===== src/rtl/vbg_pkg.sv =====
package vbg_pkg;
   typedef enum logic [1:0] {
      VBG_PASS    = 2'd0,
      VBG_DROP    = 2'd1,
      VBG_OPENBUS = 2'd2
   } vbg_verdict_e;
endpackage


===== src/rtl/vbg_window_classify.sv =====
module vbg_window_classify
   import vbg_pkg::*;
#(
   parameter int VPOS_W     = 9,
   parameter int HPOS_W     = 11,
   parameter int HEAD_LIMIT = 4,
   parameter int OPENBUS_H  = 6,
   parameter int READ_HOT_H = 1362
) (
   input  logic              is_write,
   input  logic              blank,
   input  logic [VPOS_W-1:0] vpos,
   input  logic [HPOS_W-1:0] hpos,
   input  logic [VPOS_W-1:0] last_line,
   output vbg_verdict_e      verdict
);
   localparam logic [HPOS_W-1:0] HEAD_H = HPOS_W'(HEAD_LIMIT);
   localparam logic [HPOS_W-1:0] OB_H   = HPOS_W'(OPENBUS_H);
   localparam logic [HPOS_W-1:0] HOT_H  = HPOS_W'(READ_HOT_H);

   logic in_picture;
   logic on_top_line;
   logic on_pre_last;

   assign in_picture  = vpos < last_line;
   assign on_top_line = vpos == '0;
   assign on_pre_last = (last_line != '0) && (vpos == last_line - 1'b1);

   always_comb begin
      verdict = VBG_DROP;
      if (blank || !in_picture) begin
         verdict = VBG_PASS;
      end else if (is_write) begin
         if (on_top_line) begin
            if (hpos <= HEAD_H)     verdict = VBG_PASS;
            else if (hpos == OB_H)  verdict = VBG_OPENBUS;
         end
      end else begin
         if (on_pre_last && hpos == HOT_H) verdict = VBG_PASS;
      end
   end
endmodule


===== src/rtl/vbg_addr_pair.sv =====
module vbg_addr_pair #(
   parameter int ADDR_W = 17
) (
   input  logic [ADDR_W-1:0] addr,
   output logic [ADDR_W-1:0] addr_lo,
   output logic [ADDR_W-1:0] addr_hi
);
   localparam logic [ADDR_W-1:0] STEP = ADDR_W'(1);

   assign addr_lo = addr;
   assign addr_hi = addr + STEP;
endmodule


===== src/rtl/vbg_resp_reg.sv =====
module vbg_resp_reg
   import vbg_pkg::*;
#(
   parameter int ADDR_W = 17,
   parameter int DATA_W = 8
) (
   input  logic                  clk,
   input  logic                  rst_n,
   input  logic                  req,
   input  logic                  is_write,
   input  vbg_verdict_e          verdict,
   input  logic [ADDR_W-1:0]     addr,
   input  logic [DATA_W-1:0]     wdata,
   input  logic [DATA_W-1:0]     open_bus,
   input  logic [DATA_W-1:0]     rd_lo,
   input  logic [DATA_W-1:0]     rd_hi,
   output logic                  ack,
   output logic [2*DATA_W-1:0]   rdata,
   output logic                  mem_we,
   output logic [ADDR_W-1:0]     mem_wr_addr,
   output logic [DATA_W-1:0]     mem_wdata
);
   localparam int LANES = 2;

   logic [DATA_W-1:0] lane_in [LANES];
   logic              rd_take;
   logic              rd_open;

   assign lane_in[0] = rd_lo;
   assign lane_in[1] = rd_hi;
   assign rd_take    = req && !is_write;
   assign rd_open    = verdict == VBG_PASS;

   for (genvar g = 0; g < LANES; g++) begin : g_lane
      always_ff @(posedge clk or negedge rst_n) begin
         if (!rst_n)       rdata[g*DATA_W +: DATA_W] <= '0;
         else if (rd_take) rdata[g*DATA_W +: DATA_W] <= rd_open ? lane_in[g] : '0;
      end
   end

   always_ff @(posedge clk or negedge rst_n) begin
      if (!rst_n) begin
         ack         <= 1'b0;
         mem_we      <= 1'b0;
         mem_wr_addr <= '0;
         mem_wdata   <= '0;
      end else begin
         ack    <= req;
         mem_we <= req && is_write && (verdict != VBG_DROP);
         if (req && is_write) begin
            mem_wr_addr <= addr;
            mem_wdata   <= (verdict == VBG_OPENBUS) ? open_bus : wdata;
         end
      end
   end
endmodule


===== src/rtl/vram_beam_gate.sv =====
module vram_beam_gate
   import vbg_pkg::*;
#(
   parameter int ADDR_W     = 17,
   parameter int DATA_W     = 8,
   parameter int VPOS_W     = 9,
   parameter int HPOS_W     = 11,
   parameter int HEAD_LIMIT = 4,
   parameter int OPENBUS_H  = 6,
   parameter int READ_HOT_H = 1362
) (
   input  logic                clk,
   input  logic                rst_n,
   input  logic                req,
   input  logic                we,
   input  logic [ADDR_W-1:0]   addr,
   input  logic [DATA_W-1:0]   wdata,
   input  logic [DATA_W-1:0]   open_bus,
   input  logic [VPOS_W-1:0]   vpos,
   input  logic [HPOS_W-1:0]   hpos,
   input  logic [VPOS_W-1:0]   last_line,
   input  logic                blank,
   output logic [ADDR_W-1:0]   mem_rd_addr_lo,
   output logic [ADDR_W-1:0]   mem_rd_addr_hi,
   input  logic [DATA_W-1:0]   mem_rd_lo,
   input  logic [DATA_W-1:0]   mem_rd_hi,
   output logic                mem_we,
   output logic [ADDR_W-1:0]   mem_wr_addr,
   output logic [DATA_W-1:0]   mem_wdata,
   output logic                ack,
   output logic [2*DATA_W-1:0] rdata
);
   localparam int HPOS_SPAN = 1 << HPOS_W;

   initial begin
      assert (ADDR_W >= 1) else $error("ADDR_W must be at least 1");
      assert (DATA_W >= 1) else $error("DATA_W must be at least 1");
      assert (READ_HOT_H < HPOS_SPAN) else $error("READ_HOT_H does not fit in HPOS_W");
      assert (OPENBUS_H < HPOS_SPAN && OPENBUS_H > HEAD_LIMIT)
         else $error("OPENBUS_H must fit in HPOS_W and lie above HEAD_LIMIT");
   end

   vbg_verdict_e verdict;
   logic [ADDR_W-1:0] pair_lo;
   logic [ADDR_W-1:0] pair_hi;

   vbg_window_classify #(
      .VPOS_W(VPOS_W), .HPOS_W(HPOS_W), .HEAD_LIMIT(HEAD_LIMIT),
      .OPENBUS_H(OPENBUS_H), .READ_HOT_H(READ_HOT_H)
   ) u_classify (
      .is_write(we), .blank(blank), .vpos(vpos), .hpos(hpos),
      .last_line(last_line), .verdict(verdict)
   );

   vbg_addr_pair #(.ADDR_W(ADDR_W)) u_pair (
      .addr(addr), .addr_lo(pair_lo), .addr_hi(pair_hi)
   );

   assign mem_rd_addr_lo = pair_lo;
   assign mem_rd_addr_hi = pair_hi;

   vbg_resp_reg #(.ADDR_W(ADDR_W), .DATA_W(DATA_W)) u_resp (
      .clk(clk), .rst_n(rst_n), .req(req), .is_write(we), .verdict(verdict),
      .addr(addr), .wdata(wdata), .open_bus(open_bus),
      .rd_lo(mem_rd_lo), .rd_hi(mem_rd_hi),
      .ack(ack), .rdata(rdata), .mem_we(mem_we),
      .mem_wr_addr(mem_wr_addr), .mem_wdata(mem_wdata)
   );
endmodule


===== config.mk =====
export PLATFORM = sky130hd
export DESIGN_NAME = vram_beam_gate
export DESIGN_NICKNAME = d
export VERILOG_FILES = /design/src/rtl/vbg_pkg.sv /design/src/rtl/vbg_window_classify.sv /design/src/rtl/vbg_addr_pair.sv /design/src/rtl/vbg_resp_reg.sv /design/src/rtl/vram_beam_gate.sv
export SDC_FILE = /design/constraint.sdc
export NUM_CORES = 1
export LEC_CHECK = 0
export CAP_MARGIN = 25
export CORE_AREA = 2 2 81 121
export DETAILED_ROUTE_END_ITERATION = 6
export DIE_AREA = 0 0 83 123
export PLACE_DENSITY = 0.75
export REMOVE_ABC_BUFFERS = 1
export SLEW_MARGIN = 20
export SYNTH_ARGS = -nofsm -noshare
export SYNTH_HDL_FRONTEND = slang
export SYNTH_SLANG_ARGS = --single-unit

===== constraint.sdc =====
create_clock -name clk -period 1.74 [get_ports clk]
set_input_delay 0.348 -clock clk [delete_from_list [all_inputs] [get_ports clk]]
set_output_delay 0.348 -clock clk [all_outputs]
set_load 0.03 [all_outputs]

==> flow_summary.json <==
{
  "synthXorXnorAreaFrac_pct": 7.33,
  "number_of_violations_of_the_max_capacitance_limit": 0,
  "unrepaired_setup_endpoints_after_global_routing": "yes",
  "numClockSinks": 43,
  "timing.critical_path.required_ns": 1.95,
  "critical_path.endpoint_type": "flop",
  "clockBufferDepth": 2,
  "post_synth_num_cell_types": 50,
  "ys.flop_type": "sky130_fd_sc_hd__dfrtp_1",
  "timing_hold_violations_final": 0,
  "antenna_violations_before_repair": 0,
  "synth-warning-count": 0,
  "route.detailed.vias_per_inst": 5.02,
  "vdd_ir_drop_max_mv": 0.576,
  "die-area_um2": 10200,
  "grt_use_total_pct": 19.4,
  "ys_ff_latch": 43,
  "vias": 3232,
  "grt_pass1_vias": 3395,
  "worstPathArrival_ns": 2.16,
  "antenna_left": 0,
  "maxSlewHeadroom_pct": 66.3,
  "outcome": "complete, but fails checks",
  "synthCells": 310,
  "routabilityCongestion": 0.892,
  "synth.yosys.seq_area_share_pct": 37.5,
  "area_growth_pct": 96.4,
  "timing_max_transition_violations_final": 0,
  "grt_max_degree": 23,
  "combinational_family_with_the_most_area_after_synthesis": "simple AND/OR/NAND/NOR gates",
  "worst_hold_path_type": "input port to asynchronous set/reset pin",
  "floorplan.core_area_um2": 9200,
  "setup_slack_ns": -0.215,
  "synth-async-reset-ratio_pct": 100,
  "fin_hold_ws_ns": 0.0276,
  "starting_density_of_the_core_pct": 31.2,
  "dpl_worst_slack_ns": -0.879,
  "final.setup_skew_ns": 0,
  "drc": 0,
  "cellPowerDensity_nw_per_um2": 669,
  "avgSynthCellArea_um2": 9.25,
  "die-width_um": 83,
  "crit_type": "input port to flop",
  "ioPinCount": 160,
  "routed_wl_um": 10500,
  "synth-edff-count": 0,
  "fillerInstances": 787,
  "violations_in_the_final_reports": "negative setup slack",
  "final-setup-viol-count": 22,
  "synth.area.mux_share_pct": 5.97,
  "gr-total-overflow": 0,
  "die_height_um": 123,
  "floorplan.rows": 43,
  "worst_path_most_repeated_cell": "sky130_fd_sc_hd__buf_4",
  "timing.final.crit_share_pct": 112,
  "clock_tree_from_tritoncts": "done",
  "power.leakage_nw": 2.56,
  "drtPass1Iterations": 4,
  "wl_per_cell_um": 16.2,
  "drt_iter0_drc": 86,
  "clkLatencyLatePin_ns": 0.28,
  "max_freq_mhz": 512,
  "seq_area_um2": 1080,
  "tightest_slew_ns": 0.505,
  "post_synth_instance_area_um2": 2870,
  "grt_pass1_wl_um": 15800,
  "dpl_cell_area_um2": 4910,
  "critPathLaunchType": "input port",
  "final_net_count": 626,
  "multi_input_area_um2": 2000,
  "worst_path_largest_cell_delay_ns": 0.33,
  "cp_max_fo": 8,
  "synth_compound_gate_area_share_pct": 14.1,
  "synth-adder-area-share_pct": 5.23,
  "layout-drive-gt1-share_pct": 43.0,
  "hold_buffers": 0,
  "synthSimpleGateAreaFrac_pct": 21.5,
  "diodes": 0,
  "ctsRootBufferMaster": "sky130_fd_sc_hd__clkbuf_16",
  "cts_htree_levels": 2,
  "cells_along_the_critical_path": "buf_6, buf_4, inv_2, ha_1, o21a_1, o31ai_2, buf_4, a211oi_4, nor3b_2, buf_4, buf_4, buf_12, a21oi_2",
  "numCtsBuffers": 5,
  "cp_slowest_cell": "sky130_fd_sc_hd__a211oi_4",
  "final_area_um2": 5630,
  "place.detailed.hpwl_um": 8040,
  "buffer_ports.inserted": 159,
  "clk_pin_slew_ns": 0.06,
  "final.min_clock_period_ns": 1.95
}
[worst max-delay path, delay by kind of cell]
kind            cells  cell delay (ns)
compound gates      4             0.67
simple gates        1             0.08
buf+inv             7             0.78
fa+ha+maj           1             0.26
[cell usage after synthesis, drive strengths merged, types with 9 or more instances]
| master | n | share of area [%] |
|---|---|---|
| o21ai | 9 | 1.6 |
| dfrtp | 43 | 38 |
| ha | 12 | 5.2 |
| clkbuf | 9 | 1.5 |
| mux2i | 16 | 5.6 |
| nand3 | 11 | 1.9 |
| buf | 19 | 5.0 |
| xnor2 | 17 | 5.2 |
| a21oi | 16 | 4.4 |
| inv | 11 | 1.4 |
| nand2 | 58 | 7.6 |
| nand4 | 14 | 3.1 |
| nor2 | 15 | 2.0 |
[per-layer routing]
layer	routed length [um]	GRT usage (%)	share of wire, %	vias to the layer above
met5	0	0	0	-
met4	481	10.2	4.6	0
met2	5890	39.0	56	146
met1	3560	18.2	34	1531
li1	-	-	-	1521
met3	536	4.07	5.1	34
[placed cells by master (no fill, tap or decap), types with 3 or more instances in the layout]
cell type	count
sky130_fd_sc_hd__buf_12	6
sky130_fd_sc_hd__dlygate4sd2_1	14
sky130_fd_sc_hd__clkbuf_16	7
sky130_fd_sc_hd__nand3_2	4
sky130_fd_sc_hd__inv_2	8
sky130_fd_sc_hd__clkinv_2	3
sky130_fd_sc_hd__nor4_4	4
sky130_fd_sc_hd__nand2_1	57
sky130_fd_sc_hd__buf_2	7
sky130_fd_sc_hd__nand3_1	6
sky130_fd_sc_hd__buf_4	104
sky130_fd_sc_hd__clkbuf_2	5
sky130_fd_sc_hd__o21ai_2	7
sky130_fd_sc_hd__a21oi_2	9
sky130_fd_sc_hd__a21oi_4	7
sky130_fd_sc_hd__and3_4	3
sky130_fd_sc_hd__nand4_1	14
sky130_fd_sc_hd__a2111oi_4	3
sky130_fd_sc_hd__ha_4	7
sky130_fd_sc_hd__mux2i_1	16
sky130_fd_sc_hd__xnor2_1	13
sky130_fd_sc_hd__a31oi_1	8
sky130_fd_sc_hd__xor2_1	6
sky130_fd_sc_hd__ha_1	5
sky130_fd_sc_hd__nor2_1	13
sky130_fd_sc_hd__dfrtp_1	43
sky130_fd_sc_hd__clkdlybuf4s15_1	4
sky130_fd_sc_hd__buf_6	13
sky130_fd_sc_hd__xnor2_2	4
sky130_fd_sc_hd__clkdlybuf4s50_1	83
sky130_fd_sc_hd__dlymetal6s2s_1	3
[metrics by stage]
| stage | util, % | total power (W) | setup TNS [ns] | instances |
|---|---|---|---|---|
| after CTS | 59.0 | 0.00373 | -3.76 | 641 |
| after global placement | 53.3 | 0.00272 | -25.96 | 621 |
| after detailed placement | 53.3 | 0.00275 | -27.31 | 621 |
| after floorplan | - | 0.00186 | -18.31 | 281 |
| after global routing | 61.2 | 0.00395 | -5.37 | 644 |
| final | 61.2 | 0.00377 | -3.88 | 644 |
[where the power goes]
group          leakage, nW  internal [W]  switching [W]
combinational         1.96      0.000787       0.000882
sequential           0.520       0.00114      0.0000787
clock               0.0733      0.000523       0.000364
total                 2.56       0.00245        0.00132
[path summary, 6_finish.rpt]
path | startpoint | endpoint | slack, ns | cells past startpoint
min | rst_n | u_resp.rdata[4]$_DFFE_PN0P_ | 0.03 | 1
min reg2reg | u_resp.mem_wr_addr[14]$_DFFE_PN0P_ | u_resp.mem_wr_addr[14]$_DFFE_PN0P_ | 0.47 | 2
max reg2reg | u_resp.rdata[6]$_DFFE_PN0P_ | u_resp.rdata[6]$_DFFE_PN0P_ | 0.92 | 2
max in group asynchronous | rst_n | u_resp.mem_wr_addr[10]$_DFFE_PN0P_ | 1.22 | 2
min in group clk | addr[4] | u_resp.mem_wr_addr[4]$_DFFE_PN0P_ | 0.38 | 4
max | last_line[2] | u_resp.rdata[10]$_DFFE_PN0P_ | -0.21 | 13
[sequential cells by signal, indices dropped and copies added, names as in the netlist]
signal,flops
u_resp.ack,1
u_resp.mem_wr_addr,17
u_resp.rdata,16
u_resp.mem_we,1
u_resp.mem_wdata,8
[cell families after synthesis]
group | Yosys count
multiplexers | 17
AND/OR/NAND/NOR | 122
AO/OA/AOI/OAI | 52
XOR/XNOR | 24
buffers and inverters | 40
adder cells (fa/ha/maj) | 12
flip-flops | 43
[final cells by class]
cell class              instances  share of cell area [%]
inverters                      11                   0.777
flip-flops and latches         43                    19.1
clock buffers                   5                    2.22
repair buffers                243                    39.6
well taps                     112                    2.49
multi-input cells             227                    35.5
clock inverters                 3                   0.266
[timing repair]
action | CTS | global route
setup endpoints to repair | 40 | 33
setup buffers | 10 | 3
gates cloned | 2 | 1
pin swaps | 45 | 23
resized for setup | 155 | 54
No activity file was read; power rests on OpenSTA's default activity.
